File: src/rtl/pmu_cc_pkg.sv
package pmu_cc_pkg;

    typedef enum logic [1:0] {
        UPD_HOLD,
        UPD_STEP,
        UPD_CLEAR,
        UPD_LOAD
    } upd_e;

    typedef enum logic {
        MODE_FULL,
        MODE_DIV
    } mode_e;

    localparam logic [1:0] SEL_OP0 = 2'd3;
    localparam logic [2:0] SEL_OP1 = 3'd3;
    localparam logic [3:0] SEL_CRN = 4'd9;
    localparam logic [3:0] SEL_CRM = 4'd13;
    localparam logic [2:0] SEL_OP2 = 3'd0;

    function automatic mode_e pick_mode(input logic lng, input logic dv);
        mode_e m;
        unique case ({lng, dv})
            2'b01:   m = MODE_DIV;
            default: m = MODE_FULL;
        endcase
        return m;
    endfunction

endpackage

File: src/rtl/pmu_cc_decode.sv
module pmu_cc_decode
    import pmu_cc_pkg::*;
(
    input  logic       en,
    input  logic       wr,
    input  logic [1:0] op0,
    input  logic [2:0] op1,
    input  logic [3:0] crn,
    input  logic [3:0] crm,
    input  logic [2:0] op2,
    output logic       hit,
    output logic       rd_hit,
    output logic       wr_hit
);
    logic match;

    always_comb begin
        match  = (op0 == SEL_OP0) && (op1 == SEL_OP1) && (crn == SEL_CRN)
              && (crm == SEL_CRM) && (op2 == SEL_OP2);
        hit    = en && match;
        rd_hit = hit && !wr;
        wr_hit = hit && wr;
    end
endmodule

File: src/rtl/pmu_cc_prescale.sv
module pmu_cc_prescale
    import pmu_cc_pkg::*;
#(
    parameter int PRE_W = 6
) (
    input  logic  clk,
    input  logic  rst_n,
    input  logic  clear,
    input  logic  allow,
    input  mode_e mode,
    output logic  tick
);
    logic wrap;

    generate
        if (PRE_W > 0) begin : g_pre
            logic [PRE_W-1:0] pre_q;

            always_ff @(posedge clk or negedge rst_n) begin
                if (!rst_n)     pre_q <= '0;
                else if (clear) pre_q <= '0;
                else if (allow) pre_q <= pre_q + 1'b1;
            end

            assign wrap = allow && (pre_q == {PRE_W{1'b1}});
        end else begin : g_nopre
            assign wrap = allow;
        end
    endgenerate

    always_comb begin
        unique case (mode)
            MODE_DIV:  tick = wrap;
            MODE_FULL: tick = allow;
            default:   tick = allow;
        endcase
    end
endmodule

File: src/rtl/pmu_cc_core.sv
module pmu_cc_core
    import pmu_cc_pkg::*;
#(
    parameter int CNT_W = 64
) (
    input  logic             clk,
    input  logic             rst_n,
    input  logic             load,
    input  logic             clear,
    input  logic             tick,
    input  logic [CNT_W-1:0] wdata,
    output logic [CNT_W-1:0] cnt,
    output logic             ovf
);
    localparam logic [CNT_W-1:0] ALL_ONES = {CNT_W{1'b1}};

    upd_e             upd;
    logic [CNT_W-1:0] cnt_q;
    logic             ovf_q;

    always_comb begin
        if (load)       upd = UPD_LOAD;
        else if (clear) upd = UPD_CLEAR;
        else if (tick)  upd = UPD_STEP;
        else            upd = UPD_HOLD;
    end

    // count state carries no reset: its value is undefined until written or cleared
    always_ff @(posedge clk) begin
        unique case (upd)
            UPD_LOAD:  cnt_q <= wdata;
            UPD_CLEAR: cnt_q <= '0;
            UPD_STEP:  cnt_q <= cnt_q + 1'b1;
            UPD_HOLD:  cnt_q <= cnt_q;
            default:   cnt_q <= cnt_q;
        endcase
    end

    always_ff @(posedge clk or negedge rst_n) begin
        if (!rst_n) ovf_q <= 1'b0;
        else        ovf_q <= (upd == UPD_STEP) && (cnt_q == ALL_ONES);
    end

    assign cnt = cnt_q;
    assign ovf = ovf_q;
endmodule

File: src/rtl/pmu_cycle_counter.sv
module pmu_cycle_counter
    import pmu_cc_pkg::*;
#(
    parameter int CNT_W = 64,
    parameter int PRE_W = 6
) (
    input  logic             clk,
    input  logic             rst_n,
    input  logic             acc_en,
    input  logic             acc_wr,
    input  logic [1:0]       acc_op0,
    input  logic [2:0]       acc_op1,
    input  logic [3:0]       acc_crn,
    input  logic [3:0]       acc_crm,
    input  logic [2:0]       acc_op2,
    input  logic [CNT_W-1:0] acc_wdata,
    output logic [CNT_W-1:0] acc_rdata,
    output logic             acc_hit,
    input  logic             ctl_clear,
    input  logic             ctl_long,
    input  logic             ctl_div,
    input  logic             cnt_allow,
    output logic             ovf_pulse
);
    logic             rd_hit;
    logic             wr_hit;
    logic             tick;
    mode_e            mode;
    logic [CNT_W-1:0] count_q;

    assign mode = pick_mode(ctl_long, ctl_div);

    pmu_cc_decode u_dec (
        .en     (acc_en),
        .wr     (acc_wr),
        .op0    (acc_op0),
        .op1    (acc_op1),
        .crn    (acc_crn),
        .crm    (acc_crm),
        .op2    (acc_op2),
        .hit    (acc_hit),
        .rd_hit (rd_hit),
        .wr_hit (wr_hit)
    );

    pmu_cc_prescale #(.PRE_W(PRE_W)) u_pre (
        .clk   (clk),
        .rst_n (rst_n),
        .clear (ctl_clear),
        .allow (cnt_allow),
        .mode  (mode),
        .tick  (tick)
    );

    pmu_cc_core #(.CNT_W(CNT_W)) u_core (
        .clk   (clk),
        .rst_n (rst_n),
        .load  (wr_hit),
        .clear (ctl_clear),
        .tick  (tick),
        .wdata (acc_wdata),
        .cnt   (count_q),
        .ovf   (ovf_pulse)
    );

    assign acc_rdata = rd_hit ? count_q : '0;
endmodule

File: config.mk
export PLATFORM = sky130hd
export DESIGN_NAME = pmu_cycle_counter
export DESIGN_NICKNAME = d
export VERILOG_FILES = /design/src/rtl/pmu_cc_pkg.sv /design/src/rtl/pmu_cc_decode.sv /design/src/rtl/pmu_cc_prescale.sv /design/src/rtl/pmu_cc_core.sv /design/src/rtl/pmu_cycle_counter.sv
export SDC_FILE = /design/constraint.sdc
export NUM_CORES = 1
export LEC_CHECK = 0
export ABC_AREA = 1
export BUFFER_PORTS_ARGS = -buffer_cell sky130_fd_sc_hd__buf_2
export CAP_MARGIN = 20
export CELL_PAD_IN_SITES_DETAIL_PLACEMENT = 0
export CELL_PAD_IN_SITES_GLOBAL_PLACEMENT = 2
export CORE_MARGIN = 5
export CORE_UTILIZATION = 25
export CTS_BUF_LIST = sky130_fd_sc_hd__clkbuf_16
export CTS_CLUSTER_DIAMETER = 200
export DETAILED_ROUTE_END_ITERATION = 16
export GPL_TIMING_DRIVEN = 0
export HOLD_SLACK_MARGIN = 0.12
export PLACE_DENSITY = 0.79
export SLEW_MARGIN = 5
export SYNTH_ARGS = -nofsm -noshare
export SYNTH_HDL_FRONTEND = slang
export SYNTH_SLANG_ARGS = --single-unit
File: constraint.sdc
create_clock -name clk -period 2.9 [get_ports clk]
set_input_delay 0.29 -clock clk [delete_from_list [all_inputs] [get_ports clk]]
set_output_delay 0.29 -clock clk [all_outputs]
set_load 0.005 [all_outputs]
-- Word-level counts from Yosys, hierarchy flattened
Index checks and enable logic that the tools add are counted.
- register bits: 71
- input bits: 88
- output and inout port bits: 66
- logic and storage cells: 38
- add/sub/neg operators: 2
- eq/ne operators: 10
- multiplexer cells: 9
- bitwise logic cells: 1
- reductions and logical operators: 13
- operators with widths (cell ; count):
    64-bit case mux with 3 select lines ; 1
    64-bit by 1-bit adder with 64-bit output (second input constant) ; 1
    64-bit == test (second input constant) ; 1
    64-bit 2-to-1 mux ; 1
    6-bit 2-to-1 mux ; 2
    1-bit logical AND ; 9
    4-bit == test (second input constant) ; 2
    6-bit by 1-bit adder with 6-bit output (second input constant) ; 1
    2-bit == test (second input constant) ; 3
    6-bit == test (second input constant) ; 1
    2-bit by 1-bit == test with 1-bit output (second input constant) ; 2
    2-bit 2-to-1 mux ; 2
    3-bit by 2-bit == test with 1-bit output (second input constant) ; 1
    3-bit zero test ; 1
    2-bit zero test ; 1
    1-bit 2-to-1 mux ; 2
    1-bit case mux with 2 select lines ; 1
    2-bit nonzero test ; 1
    1-bit zero test ; 1
    1-bit inverter ; 1

-- Longest topological paths before layout
Gate-level depths: netlist of run 1.
- depth in word-level cells: 10
- gate-level depth with buffers: 14
- gate-level depth less buffers: 14

-- Hierarchy
Synthesis of run 1 repeated with hierarchy kept, for this count alone.
- cell total of the unflattened synthesis: 929
- area, all modules: 5903.2 µm²
- modules (own cells, without submodules) (module ; times used ; cells each ; area each (µm²) ; seq. area each (µm²)):
    pmu_cc_core ; 1 ; 727 ; 4898.4 ; 1946.9
    pmu_cycle_counter ; 1 ; 137 ; 563.0 ; 0.0
    pmu_cc_prescale ; 1 ; 42 ; 337.8 ; 150.1
    pmu_cc_decode ; 1 ; 23 ; 103.8 ; 0.0

-- Worst setup path before layout of run 1
OpenSTA, ideal clock, no wires.
- path kind: flip-flop to flip-flop
- start point: register u_pre.g_pre.pre_q[0]
- end point: register u_core.cnt_q[0] (netlist: u_core.cnt[0]) (enable)
- library setup time: 418 ps
- arrival: 2448 ps
- required time: 2482 ps
- slack: 34 ps
- stages on the path, launching flop included: 11
- buffers on the path: 0
- clock period less this slack: 2866 ps
- cell sequence: dfrtp_1 > ha_1 > nand3_1 > nor2_1 > nand2_1 > nand3_1 > nand3_1 > nand2_1 > inv_1 > ha_1 > inv_1
- longest elaborated chain between the ends: 7
- RTL lines (element ; RTL line ; text):
    start: declaration ; pmu_cc_prescale.sv:17 ; logic [PRE_W-1:0] pre_q;
    start signal: assignment ; pmu_cc_prescale.sv:22 ; else if (allow) pre_q <= pre_q + 1'b1;
    6-bit == test ; pmu_cc_prescale.sv:25 ; assign wrap = allow && (pre_q == {PRE_W{1'b1}});
    1-bit logical AND ; pmu_cc_prescale.sv:25 ;
    1-bit case mux with 2 select lines ; pmu_cc_prescale.sv:32 ; unique case (mode)
    1-bit 2-to-1 mux ; pmu_cc_core.sv:24 ; else if (tick) upd = UPD_STEP;
    2-bit 2-to-1 mux ; pmu_cc_core.sv:23 ; else if (clear) upd = UPD_CLEAR;
    2-bit 2-to-1 mux ; pmu_cc_core.sv:22 ; if (load) upd = UPD_LOAD;
    2-bit zero test ; pmu_cc_core.sv:30 ; unique case (upd)
    end signal: assignment ; pmu_cc_core.sv:31 ; UPD_LOAD: cnt_q <= wdata;
    end signal: assignment ; pmu_cc_core.sv:33 ; UPD_STEP: cnt_q <= cnt_q + 1'b1;
    end signal: assignment ; pmu_cc_core.sv:34 ; UPD_HOLD: cnt_q <= cnt_q;
    end: declaration ; pmu_cc_core.sv:18 ; logic [CNT_W-1:0] cnt_q;
No other way between the ends.
A chain may end at the register's enable or synchronous reset.

-- Worst setup path after layout of run 1
- start point: register u_pre.g_pre.pre_q[0]
- end point: register u_core.cnt_q[36] (netlist: u_core.cnt[36]) (data pin)
- longest elaborated chain between the ends: 8
- elaborated cells on any way between the ends: 10
- those cells by class: eq/ne: 4; mux: 5; reduce/logical: 1
- RTL lines (element ; RTL line):
    6-bit == test * ; pmu_cc_prescale.sv:25
    1-bit logical AND * ; pmu_cc_prescale.sv:25
    1-bit case mux with 2 select lines * ; pmu_cc_prescale.sv:32
    1-bit 2-to-1 mux * ; pmu_cc_core.sv:24
    2-bit 2-to-1 mux * ; pmu_cc_core.sv:23
    2-bit 2-to-1 mux * ; pmu_cc_core.sv:22
    2-bit by 1-bit == test with 1-bit output or 2-bit == test (tied branches) ; pmu_cc_core.sv:30
    64-bit case mux with 3 select lines * ; pmu_cc_core.sv:30
Mark *: on every way between the ends. The rest lies on a longest branch, timed or not.

==> results of run 1 <==
Yosys cell counts:
| cell type | n |
|---|---|
| a21oi_1 | 11 |
| nor3b_1 | 1 |
| xnor2_1 | 1 |
| a221oi_1 | 1 |
| edfxtp_1 | 64 |
| nor2_4 | 6 |
| o21ai_0 | 46 |
| nand3_2 | 1 |
| nand4_1 | 10 |
| nand2_4 | 4 |
| nor3_1 | 4 |
| buf_2 | 2 |
| nor2_8 | 1 |
| nor3_4 | 1 |
| nor2_1 | 211 |
| a21o_1 | 1 |
| buf_1 | 1 |
| clkbuf_1 | 9 |
| inv_2 | 1 |
| o21ai_1 | 19 |
| nor2_2 | 5 |
| a22o_1 | 2 |
| dfrtp_1 | 7 |
| ha_1 | 4 |
| nand3b_1 | 1 |
| nand2_1 | 302 |
| nand3_1 | 58 |
| a32o_1 | 1 |
| inv_1 | 106 |
| clkinv_1 | 1 |
| buf_6 | 6 |
| nand2_2 | 8 |
| nor4_1 | 1 |
how the worst max path moves through the flow:
stage	startpoint	end	slack (ps)	cells after the start
after global routing	u_pre.g_pre.pre_q[0]$_DFFE_PN0P_	u_core.cnt[25]$_DFFE_PP_	6	14
after detailed placement	acc_op2[1]	u_core.cnt[33]$_DFFE_PP_	-560	13
after floorplan	u_pre.g_pre.pre_q[0]$_DFFE_PN0P_	u_core.cnt[0]$_DFFE_PP_	30	10
after CTS	u_pre.g_pre.pre_q[0]$_DFFE_PN0P_	u_core.cnt[45]$_DFFE_PP_	70	14
final	u_pre.g_pre.pre_q[0]$_DFFE_PN0P_	u_core.cnt[36]$_DFFE_PP_	240	14
after global placement	acc_op2[1]	u_core.cnt[45]$_DFFE_PP_	-930	9
layout make-up:
cell class	count	area share
Timing Repair Buffer	155	0.111
Inverter	108	0.0574
Sequential cell	71	0.293
Clock buffer	9	0.0315
Multi-Input combinational cell	700	0.427
Clock inverter	7	0.0123
Buffer	18	0.0177
Tap cell	285	0.0499
state kept, by name (all words and copies together) (netlist names):
signal,flops
u_core.cnt,64
u_pre.g_pre.pre_q,6
u_core.ovf,1
critical path: stages (launching register included):
cell	delay [ps]
dfrtp_1	390
ha_1	210
nand3_1	90
nor2_1	140
nand2_1	60
nand3_1	70
nand3_1	80
nand2_1	100
inv_1	50
ha_1	330
inv_1	90
clkbuf_2	280
clkbuf_2	410
nand2_1	130
nand2_1	90
per-layer routing:
layer,GRT usage,part of all wire,vias to the layer above
li1,-,-,3170
met1,0.259,0.49,2805
met2,0.290,0.45,172
met3,0.0264,0.045,20
met4,0.0434,0.014,0
met5,0,0,-
metrics by stage:
stage / utilization / total power [mW]
final: 0.319 / 3.02
after CTS: 0.318 / 3.04
after global routing: 0.319 / 3.15
after floorplan: - / 1.58
after detailed placement: 0.303 / 1.80
after global placement: 0.302 / 1.79
cells by family (layout without fill, tap and decap cells):
family | Yosys count | after routing
AO/OA/AOI/OAI | 81 | 81
AND/OR/NAND/NOR | 614 | 614
buffers and inverters | 126 | 297
adder cells (fa/ha/maj) | 4 | 4
XOR/XNOR | 1 | 1
flip-flops | 71 | 71
what timing repair did:
item	CTS	global route
setup endpoints to repair	62	50
hold endpoints to repair	7	0
setup buffers	0	0
hold buffers	1	0
resized for setup	11	6
power breakdown:
group	switching [mW]	internal (mW)
combinational	0.286	0.143
clock	0.495	0.747
sequential	0.114	1.24
total	0.896	2.13
==> impl_metrics.csv, run 1 <==
group,metric,value,unit
status,outcome,"completed",
clocking,htreeDepth,3,
logic_synthesis,ys_ff_latch,71,
power_and_ir_drop,powerDensity,423,mW/mm^2
floorplanning,die_w,160,um
timing,timing.setup.tns,0,ps
logic_synthesis,netlist-cell-type-count,33,
timing,timing.final.ws_setup,243,ps
timing,slew_headroom,0.580,
logic_synthesis,synth_top_family_by_area,"simple AND/OR/NAND/NOR gates",
timing,tightest_slew,630,ps
placement,io_buffer_count,153,
placement,dp_cells,1336,
detailed_routing,dr.pass1.iters,5,
finish,layout_common_cells,"301 x nand2_1, 211 x nor2_1, 160 x buf_2",
logic_synthesis,synth_top_cell_by_area,"edfxtp_1",
timing,rsz0062_at_grt,"no",
timing,hold_viol,0,
clocking,clkLatencyLatePin,350,ps
worst_setup_path,reg2reg_from,"u_pre.g_pre.pre_q[0]$_DFFE_PN0P_",
logic_synthesis,syn_area,0.00566,mm^2
worst_setup_path,critPathArrivalTime,2880,ps
timing,fmaxAchievable,0.376,GHz
logic_synthesis,synth_simple_gate_area_frac,0.452,
logic_synthesis,synth_cells,897,
finish,layout_commonest_cell,"nand2_1",
placement,placed_cell_area,0.00681,mm^2
logic_synthesis,ys_seq_area_frac,0.370,
power_and_ir_drop,p_leak,3.40,nW
detailed_routing,viasPerCell,4.56,
finish,fillers,2597,
logic_synthesis,synth_fa_ha_area_frac,0.00884,
timing,finalCritPeriodShare,0.916,
timing,skew,5.44,ps
worst_setup_path,startpoint_type,"flop",
clocking,path_clk_slew,60,ps
logic_synthesis,synthTopCellsByArea,"edfxtp_1 34%, nand2_1 20%, nor2_1 14%, inv_1 7.0%, nand3_1 5.1%",
floorplanning,die_area,0.0258,mm^2
grt,grt.overflow.total,0,
grt,grt_usage,0.182,
timing,layout_min_cycle_time,2660,ps
finish,n_antenna_cell,0,
finish,area_growth,26.3,%
logic_synthesis,synth_warnings,0,
worst_setup_path,reg2reg_depth,14,
floorplanning,coreArea,0.0224,mm^2
grt,grt_max_degree,41,
detailed_routing,wl,23600,um
worst_setup_path,cp-end-kind,"flop",
job,maxCapViolations,0,
worst_setup_path,cp_max_fo,10,
hold_path,hold_path.startpoint,"ctl_clear",
grt,grt_pass1_vias,6111,
detailed_routing,drc,0,
clocking,cts_tree,"done",
finish,stdcell_area,0.00715,mm^2
placement,gp_congestion,0.917,
floorplanning,ios,154,
logic_synthesis,muxShareOfSynthArea,0,
logic_synthesis,synthXorXnorAreaFrac,0.00155,
timing,setup-violations-final,0,
placement,place.detailed.hpwl,19000,um
detailed_routing,drt_iter0_drc,435,
timing,hold_ws,189,ps
clocking,cts_root_buffer,"clkbuf_16",
clocking,cts_sinks,71,
timing,report.final.slew_viol_count,0,
worst_setup_path,r2r_setup_slack,240,ps
finish,nNetsFinal,1155,
finish,instances_no_fill,1353,
power_and_ir_drop,ir_drop,235,uV
clocking,clockBufferDepth,2,
hold_path,whs_path_depth,2,
worst_setup_path,crit_type,"flop to flop",
logic_synthesis,syn_nets,989,
clocking,numCtsBuffers,9,
grt,grt_antenna_before_repair,0,
detailed_routing,wire_per_inst,17.5,um
finish,drive_above_1_share,0.201,
floorplanning,chipHeight,160,um
floorplanning,fp-row-count,55,
finish,multi_input_area,0.00305,mm^2
placement,place_ws,-559,ps
worst_setup_path,worstReg2RegEnd,"u_core.cnt[36]$_DFFE_PP_",
hold_path,min_to,"u_pre.g_pre.pre_q[0]$_DFFE_PN0P_",
logic_synthesis,postSynthAreaPerCell,6.31,um^2
grt,grt_first_pass_wirelength,35800,um
worst_setup_path,required,3120,ps
hold_path,hold_path.class,"primary input to flop",
detailed_routing,num_vias,6167,
logic_synthesis,synth_compound_area_frac,0.0749,
logic_synthesis,synth_top_area_share,0.340,
detailed_routing,ant_nets,0,
floorplanning,start_util,0.252,
finish,seq_area,0.00210,mm^2
Power figures use the tool's default switching activity.
==> inputs of run 2 (changes only) <==
CORE_UTILIZATION = 28   (was 25)
PLACE_DENSITY = 0.84   (was 0.79)
clock period = 2.5 ns   (was 2.9 ns; I/O delays follow)
==> run 2 against run 1 <==
Core utilization grew 4.4 points. Design area rose by 1.6%. Global-route usage rose by 1.4 points. Highest routed layer unchanged. Clock skew is 7.4 ps higher. Sequential share of layout area decreased by 0.45 points. Largest power group unchanged. Critical endpoint is now u_core.cnt[28]$_DFFE_PP_. Hold slack got worse by 45 ps.
==> impl_metrics.csv, run 2 (same netlist as run 1, synthesis figures left out) <==
group,metric,value,unit
clocking,cts_root_buffer,"clkbuf_16",
placement,place.detailed.hpwl,18200,um
timing,finalCritPeriodShare,0.916,
power_and_ir_drop,ir_drop,257,uV
hold_path,whs_path_depth,2,
timing,rsz0062_at_grt,"no",
clocking,clkLatencyLatePin,350,ps
worst_setup_path,cp_slowest_cell,"dfrtp_1",
grt,grt_antenna_before_repair,0,
finish,nNetsFinal,1159,
finish,largest_reg_flops,64,
worst_setup_path,path_depth,14,
finish,layout_commonest_cell,"nand2_1",
timing,report.final.slew_viol_count,0,
worst_setup_path,cp-end-kind,"flop",
clocking,htreeDepth,3,
job,maxCapViolations,0,
hold_path,hold_path.class,"primary input to flop",
worst_setup_path,cp_max_fo,9,
timing,fmaxAchievable,0.437,GHz
worst_setup_path,path_buf_inv,2,
finish,area_growth,28.3,%
timing,tightest_slew,543,ps
timing,skew,12.9,ps
power_and_ir_drop,p_leak,3.45,nW
floorplanning,fp-row-count,52,
detailed_routing,num_vias,6272,
detailed_routing,ant_nets,0,
status,outcome,"completed",
finish,fillers,2359,
worst_setup_path,critPathArrivalTime,2380,ps
grt,grt_usage,0.196,
grt,grt_first_pass_wirelength,35200,um
timing,setup-violations-final,0,
detailed_routing,drc,0,
detailed_routing,dr.pass1.iters,5,
timing,hold_ws,144,ps
floorplanning,die_area,0.0232,mm^2
worst_setup_path,reg2reg_depth,14,
timing,timing.setup.tns,0,ps
clocking,clockBufferDepth,2,
floorplanning,ios,154,
clocking,numCtsBuffers,9,
floorplanning,coreArea,0.0200,mm^2
placement,gp_congestion,0.896,
grt,grt_max_degree,34,
floorplanning,die_w,152,um
floorplanning,chipHeight,152,um
clocking,cts_tree,"done",
clocking,path_clk_slew,60,ps
power_and_ir_drop,powerDensity,486,mW/mm^2
floorplanning,start_util,0.282,
timing,layout_min_cycle_time,2290,ps
worst_setup_path,cpPeakStageDelay,370,ps
timing,hold_viol,0,
grt,grt_pass1_vias,6087,
detailed_routing,wl,23200,um
detailed_routing,wire_per_inst,17.3,um
worst_setup_path,crit_type,"flop to flop",
timing,slew_headroom,0.637,
placement,io_buffer_count,153,
detailed_routing,viasPerCell,4.67,
finish,instances_no_fill,1342,
finish,drive_above_1_share,0.209,
clocking,cts_sinks,71,
worst_setup_path,path_cells,"ha_2 -> nand3_1 -> nor2_2 -> nand2_1 -> nand3_1 -> nand3_1 -> nand2_1 -> inv_1 -> ha_4 -> nand2_4 -> buf_4 -> a21oi_1 -> o21ai_0 -> nand2_1",
detailed_routing,drt_iter0_drc,486,
placement,dp_cells,1321,
grt,grt.overflow.total,0,
worst_setup_path,path_delay_family,"simple AND/OR/NAND/NOR gates",
worst_setup_path,startpoint_type,"flop",
finish,layout_common_cells,"301 x nand2_1, 210 x nor2_1, 153 x buf_2",
worst_setup_path,required,2590,ps
finish,n_antenna_cell,0,
==> run 2: path summary, 6_finish.rpt <==
path,startpoint,end,slack [ps]
min in group asynchronous,rst_n,u_pre.g_pre.pre_q[2]$_DFFE_PN0P_,260
max in group asynchronous,rst_n,u_pre.g_pre.pre_q[3]$_DFFE_PN0P_,2070
setup reg to reg,u_pre.g_pre.pre_q[0]$_DFFE_PN0P_,u_core.cnt[28]$_DFFE_PP_,210
hold reg to reg,u_pre.g_pre.pre_q[1]$_DFFE_PN0P_,u_pre.g_pre.pre_q[1]$_DFFE_PN0P_,520
hold / removal,ctl_clear,u_pre.g_pre.pre_q[0]$_DFFE_PN0P_,140
setup / recovery,u_pre.g_pre.pre_q[0]$_DFFE_PN0P_,u_core.cnt[28]$_DFFE_PP_,210
==> run 2: power breakdown <==
part | switching (mW) | total, mW | internal [mW]
registers | 0.126 | 1.56 | 1.43
logic | 0.340 | 0.533 | 0.193
clock network | 0.566 | 1.43 | 0.868
==> run 2: through the flow <==
step / power, mW / util / setup slack [ps] / area, um^2
floorplan: 1.83 / - / 3.30 / 5660
detailed placement: 2.08 / 0.339 / -933 / 6790
CTS: 3.53 / 0.360 / 68.2 / 7220
global route: 3.67 / 0.362 / 32.7 / 7260
global placement: 2.07 / 0.338 / -856 / 6770
finish: 3.53 / 0.362 / 210 / 7260
==> run 2: metal layers <==
layer	routed length (um)	share of wire	GRT usage
met2	10200	0.44	0.308
met5	0	0	0
met4	284	0.012	0.0445
met3	1290	0.055	0.0290
met1	11400	0.49	0.286
==> run 2: worst reg2reg max path, stage by stage (launching register included) <==
cell,delay [ps]
dfrtp_1,370
ha_2,200
nand3_1,90
nor2_2,110
nand2_1,60
nand3_1,60
nand3_1,60
nand2_1,100
inv_1,70
ha_4,250
nand2_4,100
buf_4,250
a21oi_1,60
o21ai_0,170
nand2_1,80
==> run 2: area by class of cell <==
class                           count  area, um^2  area share
Clock buffer                        9         225      0.0310
Inverter                          108         414      0.0570
Multi-Input combinational cell    700        3070       0.422
Buffer                             18         194      0.0267
Tap cell                          270         338      0.0465
Clock inverter                      7        87.6      0.0121
Timing Repair Buffer              158         831       0.114
Sequential cell                    71        2100       0.289
Timing Repair inverter              1        7.51     0.00103
==> run 2: repair_timing <==
item,4_1_cts,5_1_grt
setup endpoints to repair,126,61
buffers inserted,2,1
hold buffers,1,0
pin swaps,1,0
gates cloned,1,0
hold endpoints to repair,7,0
resized for setup,28,12
==> inputs of run 3 (changes only) <==
CORE_MARGIN = unset   (was 5)
PLACE_DENSITY = unset   (was 0.84)
PLACE_DENSITY_LB_ADDON = 0.08   (was unset)
==> run 3 against run 2 <==
Register-to-register slack is essentially flat. Critical path depth unchanged. Sequential share of layout area down 0.065 points. Design area rose by 0.22%. Global-route usage rose by 3.2 points. Sequential cell count unchanged. Core utilization grew 0.79 points. Fmax shrank 0.18%. Non-clock buffer count did not move. Largest cell class unchanged. Largest power group is now clock.
==> impl_metrics.csv, run 3 (same netlist as run 1, synthesis figures left out) <==
group,metric,value,unit
status,outcome,"completed",
finish,final_util,0.370,
timing,report.final.slew_viol_count,0,
worst_setup_path,cp_max_fo,10,
detailed_routing,num_vias,6111,
worst_setup_path,crit_type,"flop to flop",
clocking,cts_root_buffer,"clkbuf_16",
timing,timing.setup.tns,0,ps
grt,grt_first_pass_wirelength,33700,um
clocking,htreeDepth,3,
power_and_ir_drop,p_sw_frac,0.277,
placement,place.detailed.hpwl,18400,um
clocking,numCtsBuffers,9,
floorplanning,chipHeight,144,um
power_and_ir_drop,intPower,2.70,mW
detailed_routing,ant_nets,0,
placement,io_buffer_count,153,
clocking,path_clk_slew,60,ps
timing,hold_viol,0,
worst_setup_path,critPathArrivalTime,2400,ps
timing,skew,10.7,ps
hold_path,hold_path.class,"primary input to flop",
clocking,clkLatencyLatePin,350,ps
floorplanning,start_util,0.288,
detailed_routing,drc,0,
grt,grt.overflow.total,0,
timing,finalCritPeriodShare,0.918,
detailed_routing,wire_per_inst,17.2,um
grt,grt_pass1_vias,5728,
finish,nNetsFinal,1158,
finish,layout_common_cells,"301 x nand2_1, 211 x nor2_1, 156 x buf_2",
clocking,clockBufferDepth,2,
placement,gp_congestion,0.847,
finish,largest_reg_flops,64,
grt,grt_max_degree,25,
floorplanning,fp-row-count,51,
job,maxCapViolations,0,
timing,timing.final.ws_setup,206,ps
detailed_routing,viasPerCell,4.57,
timing,hold_ws,149,ps
power_and_ir_drop,p_comb_frac,0.142,
worst_setup_path,required,2600,ps
power_and_ir_drop,sequentialPowerShare,0.420,
power_and_ir_drop,p_switching,1.03,mW
timing,tightest_slew,629,ps
timing,slew_headroom,0.579,
floorplanning,die_w,144,um
clocking,cts_sinks,71,
grt,grt_antenna_before_repair,0,
detailed_routing,drt_iter0_drc,425,
floorplanning,ios,154,
timing,fmaxAchievable,0.436,GHz
power_and_ir_drop,clkPwrFrac,0.439,
detailed_routing,dr.pass1.iters,4,
grt,grt_usage,0.229,
placement,place_ws,-929,ps
finish,layout_commonest_cell,"nand2_1",
worst_setup_path,cp-end-kind,"flop",
power_and_ir_drop,ir_drop,315,uV
clocking,cts_tree,"done",
detailed_routing,wl,23000,um
timing,layout_min_cycle_time,2290,ps
finish,n_antenna_cell,0,
worst_setup_path,startpoint_type,"flop",
finish,area_growth,28.6,%
timing,setup-violations-final,0,
finish,drive_above_1_share,0.207,
power_and_ir_drop,powerDensity,512,mW/mm^2
floorplanning,coreArea,0.0197,mm^2
floorplanning,die_area,0.0208,mm^2
power_and_ir_drop,p_leak,3.46,nW
run 3: changes by cell type in the layout (fill, tap and decap cells not counted), sizes merged:
| cell | change |
|---|---|
| buf | +4 |
| bufinv | +2 |
| clkbuf | -4 |
| clkinv | -3 |
| clkinvlp | -1 |
| inv | +1 |
run 3: area by class of cell:
cell class              count  area [um^2]
repair buffers            158          831
flip-flops and latches     71         2100
multi-input cells         700         3070
clock inverters             7          136
inverters                 108          414
fillers                  2299        12400
plain buffers              18          175
clock buffers               9          225
well taps                 265          332
run 3: metal layers:
metal | track usage | wire length [um] | up-vias
li1 | - | - | 3182
met1 | 0.306 | 11000 | 2759
met2 | 0.380 | 10700 | 141
met3 | 0.0212 | 743 | 29
met4 | 0.0864 | 561 | 0
met5 | 0 | 0 | -
run 3: worst paths after layout:
check | startpoint | endpoint | slack [ps] | cells after the start
worst max-delay path | u_pre.g_pre.pre_q[0]$_DFFE_PN0P_ | u_core.cnt[48]$_DFFE_PP_ | 210 | 14
worst min-delay path | ctl_clear | u_pre.g_pre.pre_q[0]$_DFFE_PN0P_ | 150 | 2
worst max register to register | u_pre.g_pre.pre_q[0]$_DFFE_PN0P_ | u_core.cnt[48]$_DFFE_PP_ | 210 | 14
worst min register to register | u_pre.g_pre.pre_q[1]$_DFFE_PN0P_ | u_pre.g_pre.pre_q[1]$_DFFE_PN0P_ | 500 | 2
max in group asynchronous | rst_n | u_core.ovf$_DFF_PN0_ | 2080 | 2
min in group asynchronous | rst_n | u_pre.g_pre.pre_q[0]$_DFFE_PN0P_ | 270 | 2
run 3: repair_timing:
item | 4_1_cts | 5_1_grt
hold endpoints to repair | 7 | 0
gates resized for setup | 21 | 19
endpoints found under the setup margin | 63 | 108
hold buffers | 1 | 0
setup buffers | 1 | 1
run 3: worst max-delay path: stages, from the launching register on:
cell      delay, ps
dfrtp_1         380
ha_2            200
nand3_1          80
nor2_1          140
nand2_1          60
nand3_1          70
nand3_1          70
nand2_1         100
inv_1            70
ha_4            280
inv_1            50
clkbuf_4        210
buf_6           190
nand2_1          90
nand2_1          60
run 3: through the flow:
| step | area, um^2 | power (mW) | instances |
|---|---|---|---|
| global route | 7280 | 3.89 | 1336 |
| CTS | 7230 | 3.75 | 1335 |
| global placement | 6760 | 2.09 | 1315 |
| finish | 7280 | 3.73 | 1336 |
| detailed placement | 6800 | 2.09 | 1317 |
| floorplan | 5660 | 1.83 | 897 |
run 3: power groups by stage:
stage / sequential (mW) / combinational, mW / clock [mW]
after CTS: 1.57 / 0.518 / 1.67
after detailed placement: 1.59 / 0.506 / 0
after global routing: 1.58 / 0.599 / 1.71
after global placement: 1.59 / 0.495 / 0
final: 1.57 / 0.528 / 1.63
after floorplan: 1.53 / 0.297 / 0
